<file path="config.mk">
export PLATFORM = sky130hd
export DESIGN_NAME = flit_tag_remap
export DESIGN_NICKNAME = d
export VERILOG_FILES = /design/src/rtl/flit_tag_pkg.sv /design/src/rtl/free_slot_pick.sv /design/src/rtl/tag_slot_table.sv /design/src/rtl/flit_tag_remap.sv
export SDC_FILE = /design/constraint.sdc
export NUM_CORES = 1
export LEC_CHECK = 0
export ABC_AREA = 0
export BUFFER_PORTS_ARGS = -buffer_cell sky130_fd_sc_hd__buf_4
export CAP_MARGIN = 0
export CORE_MARGIN = 2
export CORE_UTILIZATION = 55
export DETAILED_ROUTE_END_ITERATION = 7
export GPL_ROUTABILITY_DRIVEN = 0
export PLACE_DENSITY_LB_ADDON = 0.1
export SYNTH_ARGS = -nofsm -noshare
export SYNTH_HDL_FRONTEND = slang
export SYNTH_SLANG_ARGS = --single-unit
export TNS_END_PERCENT = 30
</file>
<file path="constraint.sdc">
create_clock -name clk_i -period 3.9 [get_ports clk_i]
set_input_delay 0.78 -clock clk_i [delete_from_list [all_inputs] [get_ports clk_i]]
set_output_delay 0.78 -clock clk_i [all_outputs]
set_load 0.02 [all_outputs]
</file>
<file path="src/rtl/flit_tag_pkg.sv">
package flit_tag_pkg;
  localparam int TYPE_W = 3;
  localparam logic [TYPE_W-1:0] FT_HEAD = 3'd1;
  localparam logic [TYPE_W-1:0] FT_BODY = 3'd2;
  localparam logic [TYPE_W-1:0] FT_TAIL = 3'd3;
endpackage

</file>
<file path="src/rtl/free_slot_pick.sv">
module free_slot_pick #(
  parameter int SLOTS = 8,
  parameter int IDX_W = 3,
  parameter int CNT_W = 4
) (
  input  logic [SLOTS-1:0] busy_i,
  output logic             found_o,
  output logic [IDX_W-1:0] idx_o,
  output logic [CNT_W-1:0] free_cnt_o
);
  // lowest free wins: scan downward so the last write is the lowest index
  always_comb begin
    found_o = 1'b0;
    idx_o   = '0;
    for (int i = SLOTS - 1; i >= 0; i--) begin
      if (!busy_i[i]) begin
        found_o = 1'b1;
        idx_o   = IDX_W'(i);
      end
    end
  end

  always_comb begin
    free_cnt_o = '0;
    for (int i = 0; i < SLOTS; i++)
      free_cnt_o = free_cnt_o + CNT_W'(!busy_i[i]);
  end
endmodule

</file>
<file path="src/rtl/tag_slot_table.sv">
module tag_slot_table #(
  parameter int SLOTS  = 8,
  parameter int TAG_W  = 3,
  parameter int PORT_W = 3
) (
  input  logic              clk_i,
  input  logic              rst_ni,
  input  logic [PORT_W-1:0] look_port_i,
  input  logic [TAG_W-1:0]  look_tag_i,
  input  logic              alloc_i,
  input  logic [TAG_W-1:0]  alloc_idx_i,
  input  logic              rel_i,
  input  logic [TAG_W-1:0]  rel_idx_i,
  output logic [SLOTS-1:0]  busy_o,
  output logic              hit_o,
  output logic [TAG_W-1:0]  hit_idx_o
);
  logic [SLOTS-1:0] match;

  for (genvar s = 0; s < SLOTS; s++) begin : g_slot
    logic              busy_q;
    logic [PORT_W-1:0] port_q;
    logic [TAG_W-1:0]  tag_q;

    always_ff @(posedge clk_i or negedge rst_ni) begin
      if (!rst_ni) begin
        busy_q <= 1'b0;
        port_q <= '0;
        tag_q  <= '0;
      end else if (alloc_i && alloc_idx_i == TAG_W'(s)) begin
        busy_q <= 1'b1;
        port_q <= look_port_i;
        tag_q  <= look_tag_i;
      end else if (rel_i && rel_idx_i == TAG_W'(s)) begin
        busy_q <= 1'b0;
      end
    end

    assign busy_o[s] = busy_q;
    assign match[s]  = busy_q && port_q == look_port_i && tag_q == look_tag_i;
  end

  always_comb begin
    hit_o     = 1'b0;
    hit_idx_o = '0;
    for (int i = SLOTS - 1; i >= 0; i--) begin
      if (match[i]) begin
        hit_o     = 1'b1;
        hit_idx_o = TAG_W'(i);
      end
    end
  end
endmodule

</file>
<file path="src/rtl/flit_tag_remap.sv">
module flit_tag_remap
  import flit_tag_pkg::*;
#(
  parameter int TAG_W  = 3,
  parameter int DATA_W = 32,
  parameter int PORTS  = 5,
  localparam int SLOTS  = 1 << TAG_W,
  localparam int PORT_W = $clog2(PORTS),
  localparam int CNT_W  = TAG_W + 1,
  localparam int FLIT_W = TYPE_W + TAG_W + DATA_W
) (
  input  logic              clk_i,
  input  logic              rst_ni,
  input  logic              in_valid_i,
  output logic              in_ready_o,
  input  logic [PORT_W-1:0] in_port_i,
  input  logic [FLIT_W-1:0] in_flit_i,
  output logic              out_valid_o,
  output logic [FLIT_W-1:0] out_flit_o,
  output logic [CNT_W-1:0]  free_cnt_o,
  output logic              err_o
);
  logic [TYPE_W-1:0] f_type;
  logic [TAG_W-1:0]  f_tag;
  logic [DATA_W-1:0] f_data;
  assign {f_type, f_tag, f_data} = in_flit_i;

  logic is_head, is_tail, is_follow;
  assign is_head   = f_type == FT_HEAD;
  assign is_tail   = f_type == FT_TAIL;
  assign is_follow = f_type == FT_BODY || is_tail;

  logic [SLOTS-1:0] busy;
  logic             found, hit;
  logic [TAG_W-1:0] free_idx, hit_idx;

  free_slot_pick #(.SLOTS(SLOTS), .IDX_W(TAG_W), .CNT_W(CNT_W)) u_pick (
    .busy_i     (busy),
    .found_o    (found),
    .idx_o      (free_idx),
    .free_cnt_o (free_cnt_o)
  );

  logic accept;
  assign in_ready_o = !(is_head && !found);
  assign accept     = in_valid_i && in_ready_o;

  tag_slot_table #(.SLOTS(SLOTS), .TAG_W(TAG_W), .PORT_W(PORT_W)) u_table (
    .clk_i       (clk_i),
    .rst_ni      (rst_ni),
    .look_port_i (in_port_i),
    .look_tag_i  (f_tag),
    .alloc_i     (accept && is_head),
    .alloc_idx_i (free_idx),
    .rel_i       (accept && is_tail && hit),
    .rel_idx_i   (hit_idx),
    .busy_o      (busy),
    .hit_o       (hit),
    .hit_idx_o   (hit_idx)
  );

  logic [TAG_W-1:0] new_tag;
  always_comb begin
    new_tag = f_tag;
    if (is_head)               new_tag = free_idx;
    else if (is_follow && hit) new_tag = hit_idx;
  end

  // one link register: the only added latency
  always_ff @(posedge clk_i or negedge rst_ni) begin
    if (!rst_ni) begin
      out_valid_o <= 1'b0;
      out_flit_o  <= '0;
      err_o       <= 1'b0;
    end else begin
      out_valid_o <= accept;
      if (accept) out_flit_o <= {f_type, new_tag, f_data};
      if (accept && is_follow && !hit) err_o <= 1'b1;
    end
  end
endmodule

</file>
==> results of run 1 <==
## synth_stat cells (all sizes together), types with 2 or more instances
library cell    n  share of area
nand4          12          0.016
nand2b          2         0.0026
xnor2          25          0.046
ha              3         0.0079
nand3           6         0.0074
buf            18          0.022
nand2         114          0.090
a21oi          10          0.011
clkinv          2         0.0016
nor2           10         0.0079
or4             6         0.0095
inv            12         0.0095
clkbuf          4         0.0032
a211oi          2         0.0032
o211ai          2         0.0032
fa              4          0.017
nor4           13          0.017
nor2b           3         0.0040
dfrtp          96           0.51
mux2           49           0.12
o21ba           2         0.0042
nor3            3         0.0076
o21ai           4         0.0042
xor2           24          0.044
## kinds of logic (layout without fill, tap and decap cells)
group | count (synthesis) | in the layout | share of synthesized area
AND/OR/NAND/NOR | 174 | 174 | 0.171
flip-flops | 96 | 96 | 0.506
XOR/XNOR | 49 | 49 | 0.0903
multiplexers | 49 | 49 | 0.116
buffers and inverters | 36 | 128 | 0.0358
AO/OA/AOI/OAI | 34 | 34 | 0.0564
adder cells (fa/ha/maj) | 7 | 7 | 0.0248
## metrics by stage
stage | std cells | area, um2 | util
after detailed placement | 623 | 5490 | 0.661
after global placement | 623 | 5490 | 0.661
after floorplan | 445 | 4750 | -
final | 642 | 5710 | 0.688
after global routing | 642 | 5710 | 0.688
after CTS | 639 | 5670 | 0.683
## what timing repair did
action                     CTS  global route
setup endpoints to repair    1             2
pin swaps                    2             2
buffers inserted             1             3
resized for setup            2             6
## power breakdown
group	switching, mW	total (mW)	internal, mW
logic	0.551	1.08	0.524
registers	0.150	1.33	1.18
clock network	0.335	0.582	0.247
## cell type report
cell class,count,area [um2],share of cell area
Clock inverter,4,28.8,0.00504
Tap cell,105,131,0.0230
Timing Repair Buffer,99,747,0.131
Sequential cell,96,2400,0.421
Multi-Input combinational cell,313,2200,0.386
Clock buffer,11,141,0.0248
Inverter,14,56.3,0.00986
## worst max-delay path: cells and delay by family (launching register included)
| kind | cells | cell delay, ns |
|---|---|---|
| DFF | 1 | 0.40 |
| adders and majority gates | 5 | 1.98 |
| buffers and inverters | 4 | 0.33 |
## per-layer routing
| layer | share of wire | up-vias | track usage |
|---|---|---|---|
| met5 | 0 | - | 0 |
| li1 | - | 1681 | - |
| met1 | 0.46 | 1672 | 0.322 |
| met4 | 0.013 | 0 | 0.0769 |
| met2 | 0.47 | 85 | 0.353 |
| met3 | 0.050 | 11 | 0.0405 |
## state kept, by name, summed over array words and instances (netlist names)
register / cells
u_table.g_slot.port_q: 24
out_flit_o: 38
u_table.g_slot.tag_q: 24
u_table.g_slot.busy_q: 8
err_o: 1
out_valid_o: 1
## final timing paths
| path | from | endpoint | depth (start not counted) |
|---|---|---|---|
| setup / recovery | u_table.g_slot[1].busy_q$_DFFE_PN0P_ | free_cnt_o[1] | 9 |
| hold / removal | rst_ni | u_table.g_slot[6].busy_q$_DFFE_PN0P_ | 1 |
| setup reg to reg | u_table.g_slot[5].busy_q$_DFFE_PN0P_ | u_table.g_slot[7].tag_q[0]$_DFFE_PN0P_ | 5 |
| hold reg to reg | out_flit_o[37]$_DFFE_PN0N_ | out_flit_o[37]$_DFFE_PN0N_ | 2 |
| max in group asynchronous | rst_ni | u_table.g_slot[2].tag_q[0]$_DFFE_PN0P_ | 2 |
| min in group clk_i | out_flit_o[37]$_DFFE_PN0N_ | out_flit_o[37]$_DFFE_PN0N_ | 2 |
==> run_results.csv, run 1 <==
group,metric,value,unit
grt,grt_first_pass_wirelength,16.9,mm
floorplanning,rows,33,
final_layout,final_layout_size_suffix_gt1_frac,0.339,
status,status,"finished clean",
sta,relSlewSlack,0.365,
logic_synthesis,async_flop_share,1.00,
clock_network,postCtsHoldBufs,0,
clock_network,worstSkewPairLatency,0.36,ns
routing,drt_pass1_iterations,4,
worst_hold_path,hold_path.class,"in2async",
final_layout,num_antenna_cells,0,
logic_synthesis,syn_area_per_cell,10.7,um2
sta,drv_slew,0,
power,vdd_drop_max,337,uV
floorplanning,pin_count,89,
worst_setup_path,cp_max_fo,2,
worst_setup_path,crit_type,"reg2out",
sta,tns,0,ns
logic_synthesis,synth_nets,496,
worst_setup_path,critPathRequiredTime,3.12,ns
clock_network,clock_sinks,96,
routing,drt_iter0_drc,192,
floorplanning,die_x,96.9,um
power,cellPowerDensity,524,mW/mm2
logic_synthesis,synth_seq_cells,96,
worst_setup_path,start_kind,"flip-flop",
worst_setup_path,cp-end-kind,"primary output",
clock_network,path_clk_slew,0.09,ns
sta,finalSetupViolCount,0,
sta,setup_slack,0.0514,ns
worst_setup_path,cpMostUsedCell,"fa_1",
worst_setup_path,timing.critical_path.slowest_cell_delay,0.55,ns
final_layout,syn2layout_area_growth,20.2,%
routing,post-route-drc-count,0,
logic_synthesis,ys_seq_area_frac,0.506,
sta,post-route-period-util,0.987,
floorplanning,core_area,0.00830,mm2
grt,grt_pass1_vias,3355,
worst_setup_path,worst_ep_arrival_time,3.07,ns
power,power.static_leakage,2.78,nW
routing,ant_nets,0,
sta,worst_pin_slew,0.944,ns
placement,place_ws,0.273,ns
clock_network,cts_max_level,3,
logic_synthesis,yosysWarnings,0,
sta,hold_viol,0,
logic_synthesis,synth_edf_count,0,
grt,grt_overflow_total,0,
sta,fin_crit,3.85,ns
sta,whs,0.360,ns
placement,place_hpwl,7.25,mm
clock_network,cts_buffers,9,
placement,io_buffers,88,
floorplanning,initial_utilization,0.572,
worst_setup_path,r2r_slack,1.59,ns
final_layout,final_cell_mix,"114 x nand2_1, 98 x buf_4, 95 x dfrtp_1",
final_layout,n_fill_cell,633,
clock_network,cts_tree,"built",
routing,routedWlPerCell,15.7,um
clock_network,cts_buffer_depth,2,
clock_network,cts_root_buffer,"clkbuf_8",
worst_setup_path,crit_chain,"inv_2 -> ha_4 -> fa_1 -> fa_1 -> fa_2 -> inv_2 -> fa_1 -> inv_1 -> buf_6",
floorplanning,fp.dieArea,0.00940,mm2
logic_synthesis,syn_inst,445,
logic_synthesis,syn_area,0.00475,mm2
sta,rsz0062_at_grt,"yes",
grt,grt_usage,0.226,
logic_synthesis,synth_cell_types,47,
worst_setup_path,cpMaxStageDelayCell,"fa_1",
routing,wl,10.1,mm
job,cap_viol_max_count,0,
logic_synthesis,ys.flop_type,"dfrtp_1",
floorplanning,die_h,96.9,um
sta,skew,0.0140,ns
grt,grt_antenna_before_repair,0,
final_layout,final_nets,584,
routing,via_per_inst,5.37,
grt,grt_max_degree,40,
final_layout,final_common_cell,"nand2_1",
sta,clock.fmax,0.260,GHz
routing,vias,3449,
power,finalPower,2.99,mW
Note: power is estimated with default switching activity, not from simulation.
==> inputs of run 2 (changes only) <==
CORE_UTILIZATION = 56   (was 55)
SKIP_LAST_GASP = 1   (was unset)
==> run 2 against run 1 <==
- combinational power is essentially flat
- critical endpoint unchanged
- cell count unchanged
- clock-buffer cell count did not move
- highest routed layer unchanged
==> run_results.csv, run 2 (synthesis gave the netlist of run 1 again) <==
group,metric,value,unit
status,status,"finished clean",
worst_setup_path,crit_type,"reg2out",
worst_setup_path,critPathRequiredTime,3.12,ns
grt,grt_usage,0.237,
sta,fin_crit,3.89,ns
final_layout,largest_reg_flops,38,
routing,wl,10.3,mm
floorplanning,die_h,96.1,um
sta,relSlewSlack,0.339,
placement,dp_cells,623,
worst_setup_path,r2r_slack,1.56,ns
worst_setup_path,worst-path-buf-inv,4,
worst_setup_path,reg2reg_from,"u_table.g_slot[3].busy_q$_DFFE_PN0P_",
final_layout,n_fill_cell,606,
clock_network,cts_buffer_depth,2,
sta,drv_slew,0,
routing,drt_iter0_drc,167,
grt,grt_first_pass_wirelength,16.5,mm
routing,ant_nets,0,
floorplanning,core_area,0.00822,mm2
sta,rsz0062_at_grt,"yes",
routing,routedWlPerCell,16.0,um
grt,grt_antenna_before_repair,0,
grt,grt_pass1_vias,3376,
sta,skew,0.0114,ns
final_layout,final_nets,583,
routing,post-route-drc-count,0,
clock_network,cts_max_level,3,
sta,post-route-period-util,0.996,
clock_network,clock_sinks,96,
worst_setup_path,cp-end-kind,"primary output",
power,power.static_leakage,2.80,nW
worst_setup_path,cp_max_fo,3,
worst_setup_path,crit_chain,"inv_2 -> ha_4 -> fa_1 -> fa_1 -> fa_2 -> inv_2 -> fa_1 -> inv_1 -> buf_6",
worst_setup_path,crit_family,"adder cells",
sta,hold_viol,0,
power,cellPowerDensity,538,mW/mm2
placement,io_buffers,88,
floorplanning,die_x,96.1,um
power,vdd_drop_max,260,uV
worst_hold_path,hold_path.class,"in2async",
worst_setup_path,start_kind,"flip-flop",
final_layout,max_flop_register,"out_flit_o",
grt,grt_max_degree,52,
sta,worst_pin_slew,0.982,ns
routing,vias,3485,
clock_network,cts_root_buffer,"clkbuf_8",
sta,clock.fmax,0.257,GHz
floorplanning,fp.dieArea,0.00924,mm2
final_layout,final_layout_size_suffix_gt1_frac,0.337,
clock_network,worstSkewPairLatency,0.36,ns
worst_setup_path,cpMostUsedCell,"fa_1",
final_layout,final_common_cell,"nand2_1",
floorplanning,rows,33,
worst_setup_path,worst_ep_arrival_time,3.11,ns
placement,place_hpwl,7.38,mm
worst_setup_path,cpMaxStageDelayCell,"fa_1",
worst_setup_path,reg2reg_to,"out_flit_o[8]$_DFFE_PN0N_",
job,cap_viol_max_count,0,
final_layout,num_antenna_cells,0,
clock_network,path_clk_slew,0.10,ns
grt,grt_overflow_total,0,
floorplanning,pin_count,89,
clock_network,cts_tree,"built",
clock_network,postCtsHoldBufs,0,
worst_setup_path,r2r_cells,6,
final_layout,top_regs,"out_flit_o x38, u_table.g_slot.port_q x24, u_table.g_slot.tag_q x24",
worst_setup_path,timing.critical_path.slowest_cell_delay,0.53,ns
floorplanning,initial_utilization,0.578,
placement,postPlaceCellArea,0.00549,mm2
routing,drt_pass1_iterations,4,
final_layout,layout.cells.non_filler,642,
sta,finalSetupViolCount,0,
final_layout,final_cell_mix,"114 x nand2_1, 97 x buf_4, 96 x dfrtp_1",
final_layout,final_area,0.00573,mm2
routing,via_per_inst,5.43,
clock_network,cts_buffers,9,
final_layout,syn2layout_area_growth,20.7,%
run 2: through the flow:
stage          hold WS [ns]  worst slack, ns  total power [mW]  utilization  setup TNS [ns]
2_1_floorplan         0.484            0.288              2.05            -               0
3_3_place_gp          0.459            0.331              2.35        0.668               0
3_5_place_dp          0.463            0.261              2.39        0.668               0
5_1_grt               0.495          -0.0994              3.30        0.698          -0.100
4_1_cts               0.467          0.00366              3.10        0.696               0
6_report              0.449           0.0150              3.08        0.698               0
run 2: worst max-delay path by stage:
stage,cells past startpoint,from,end
2_1_floorplan,9,u_table.g_slot[1].busy_q$_DFFE_PN0P_,free_cnt_o[1]
3_3_place_gp,9,u_table.g_slot[1].busy_q$_DFFE_PN0P_,free_cnt_o[1]
3_5_place_dp,9,u_table.g_slot[1].busy_q$_DFFE_PN0P_,free_cnt_o[1]
4_1_cts,9,u_table.g_slot[0].busy_q$_DFFE_PN0P_,free_cnt_o[1]
5_1_grt,9,u_table.g_slot[1].busy_q$_DFFE_PN0P_,free_cnt_o[1]
6_report,9,u_table.g_slot[1].busy_q$_DFFE_PN0P_,free_cnt_o[1]
run 2: where the power goes:
part | switching, mW | total (mW) | leakage [nW] | internal [mW]
Clock | 0.361 | 0.680 | 0.100 | 0.319
Combinational | 0.556 | 1.08 | 1.48 | 0.519
Sequential | 0.146 | 1.33 | 1.22 | 1.18
Total | 1.06 | 3.08 | 2.80 | 2.02
run 2: per-layer routing:
| metal | vias to the layer above | GRT usage | routed length (um) |
|---|---|---|---|
| li1 | 1680 | - | - |
| met1 | 1699 | 0.327 | 4530 |
| met2 | 91 | 0.380 | 5000 |
| met3 | 15 | 0.0376 | 586 |
| met4 | 0 | 0.0869 | 167 |
| met5 | - | 0 | 0 |
run 2: timing repair:
item	CTS	global route
setup endpoints to repair	1	2
gates resized for setup	7	0
pin swaps	5	5
setup buffers	1	2
run 2: layout make-up:
class | count | area (um2) | area share
clock buffers | 11 | 141 | 0.0247
clock inverters | 5 | 63.8 | 0.0111
inverters | 14 | 53.8 | 0.00938
multi-input cells | 313 | 2200 | 0.384
flip-flops and latches | 96 | 2400 | 0.419
well taps | 105 | 131 | 0.0229
repair buffers | 98 | 739 | 0.129
==> inputs of run 3 (changes only) <==
CTS_BUF_LIST = sky130_fd_sc_hd__clkbuf_16   (was unset)
MAX_ROUTING_LAYER = met4   (was unset)
==> run 3 against run 2 <==
- critical endpoint unchanged
- via count grew 0.52%
- cell area grew 0.92%
- maximum frequency grew 0.42%
- clock skew shrank 0.0044 ns
- critical path type unchanged
- largest power group unchanged
==> run_results.csv, run 3 (synthesis gave the netlist of run 1 again) <==
group,metric,value,unit
final_layout,multiInputGateArea,0.00219,mm2
sta,fin_crit,3.87,ns
sta,relSlewSlack,0.349,
grt,grt_antenna_before_repair,0,
final_layout,largest_reg_flops,38,
worst_setup_path,crit_type,"reg2out",
clock_network,worstSkewPairLatency,0.34,ns
grt,grt.met2_usage,0.373,
worst_setup_path,start_kind,"flip-flop",
placement,postPlaceCellArea,0.00549,mm2
clock_network,cts_max_level,3,
sta,tns,0,ns
final_layout,final_cell_mix,"114 x nand2_1, 96 x dfrtp_1, 95 x buf_4",
grt,grt_first_pass_wirelength,16.6,mm
grt,top_usage_layer,"met2",
sta,post-route-period-util,0.992,
final_layout,top_regs,"out_flit_o x38, u_table.g_slot.port_q x24, u_table.g_slot.tag_q x24",
worst_setup_path,cp-end-kind,"primary output",
final_layout,seq_area,0.00240,mm2
power,power.static_leakage,2.83,nW
sta,rsz0062_at_grt,"yes",
clock_network,cts_tree,"built",
sta,finalSetupViolCount,0,
clock_network,postCtsSetupBuffers,0,
clock_network,path_clk_slew,0.07,ns
sta,whs,0.475,ns
sta,skew,0.00699,ns
floorplanning,die_h,96.1,um
routing,drt_iter0_drc,181,
grt,grt_max_degree,52,
final_layout,finish.utilization,0.704,
sta,hold_viol,0,
power,cellPowerDensity,562,mW/mm2
routing,routedWlPerCell,16.2,um
worst_setup_path,worst_ep_arrival_time,3.09,ns
floorplanning,fp.dieArea,0.00924,mm2
worst_setup_path,cp_max_fo,3,
grt,grt.met1_usage,0.329,
grt,grt_pass1_vias,3390,
floorplanning,initial_utilization,0.578,
floorplanning,die_x,96.1,um
final_layout,max_flop_register,"out_flit_o",
floorplanning,core_area,0.00822,mm2
floorplanning,pin_count,89,
floorplanning,rows,33,
status,status,"finished clean",
clock_network,cts_buffers,9,
clock_network,cts_buffer_depth,2,
sta,worst_pin_slew,0.968,ns
final_layout,n_fill_cell,606,
routing,vias,3503,
final_layout,final_area,0.00579,mm2
final_layout,layout.cells.non_filler,639,
clock_network,clock_sinks,96,
placement,dp_cells,623,
job,cap_viol_max_count,0,
routing,ant_nets,0,
placement,io_buffers,88,
final_layout,syn2layout_area_growth,21.8,%
worst_setup_path,critPathRequiredTime,3.12,ns
power,vdd_drop_max,260,uV
sta,drv_slew,0,
final_layout,final_nets,580,
placement,place_hpwl,7.38,mm
routing,post-route-drc-count,0,
routing,drt_pass1_iterations,4,
final_layout,num_antenna_cells,0,
worst_hold_path,hold_path.class,"in2async",
routing,wl,10.4,mm
final_layout,final_common_cell,"nand2_1",
grt,met3_usage,0.0509,
grt,grt_usage,0.245,
clock_network,cts_root_buffer,"clkbuf_16",
routing,via_per_inst,5.48,
grt,grt_overflow_total,0,
sta,clock.fmax,0.258,GHz
final_layout,final_layout_size_suffix_gt1_frac,0.326,
-- run 3: final timing paths --
check	from	to	slack (ns)	cells after the start
max in group asynchronous	rst_ni	u_table.g_slot[0].port_q[1]$_DFFE_PN0P_	2.58	2
worst max-delay path	u_table.g_slot[1].busy_q$_DFFE_PN0P_	free_cnt_o[1]	0.03	9
worst min register to register	out_flit_o[15]$_DFFE_PN0N_	out_flit_o[15]$_DFFE_PN0N_	0.48	2
worst min-delay path	rst_ni	u_table.g_slot[7].tag_q[2]$_DFFE_PN0P_	0.48	1
worst max register to register	u_table.g_slot[3].busy_q$_DFFE_PN0P_	out_flit_o[8]$_DFFE_PN0N_	1.55	6
min in group clk_i	out_flit_o[15]$_DFFE_PN0N_	out_flit_o[15]$_DFFE_PN0N_	0.48	2
-- run 3: cell type report --
class	instances	area share
clock buffer	9	0.0389
sequential	96	0.415
timing repair buffer	95	0.123
tap	105	0.0227
clock inverter	7	0.0123
inverter	14	0.00930
multi-input combinational	313	0.378
-- run 3: critical path: stages, from the launching register on --
cell and delay, ns:
dfrtp_1 0.36, inv_2 0.05, ha_1 0.31, fa_1 0.53
fa_1 0.45, fa_2 0.38, inv_1 0.07, fa_1 0.40
inv_1 0.06, buf_4 0.13
-- run 3: repair_timing --
item / in CTS / in global routing
resized for setup: 2 / 1
endpoints found under the setup margin: 1 / 2
hold buffers: 0 / 0
pin swaps: 2 / 0
-- run 3: layer usage --
| layer | share of wire | wire length, um |
|---|---|---|
| met5 | 0 | 0 |
| met4 | 0.018 | 190 |
| met3 | 0.055 | 566 |
| met2 | 0.48 | 4980 |
| met1 | 0.45 | 4620 |
-- run 3: where the power goes --
group / internal (mW) / leakage (nW) / switching [mW] / total (mW)
registers: 1.18 / 1.22 / 0.145 / 1.33
clock network: 0.497 / 0.145 / 0.386 / 0.883
logic: 0.492 / 1.47 / 0.549 / 1.04
total: 2.17 / 2.83 / 1.08 / 3.25
-- run 3: per-stage QoR --
| stage | power [mW] | worst slack [ns] |
|---|---|---|
| final | 3.25 | 0.0312 |
| after CTS | 3.28 | 0.00288 |
| after global routing | 3.46 | -0.0921 |
| after detailed placement | 2.39 | 0.261 |
| after global placement | 2.35 | 0.331 |
| after floorplan | 2.05 | 0.288 |
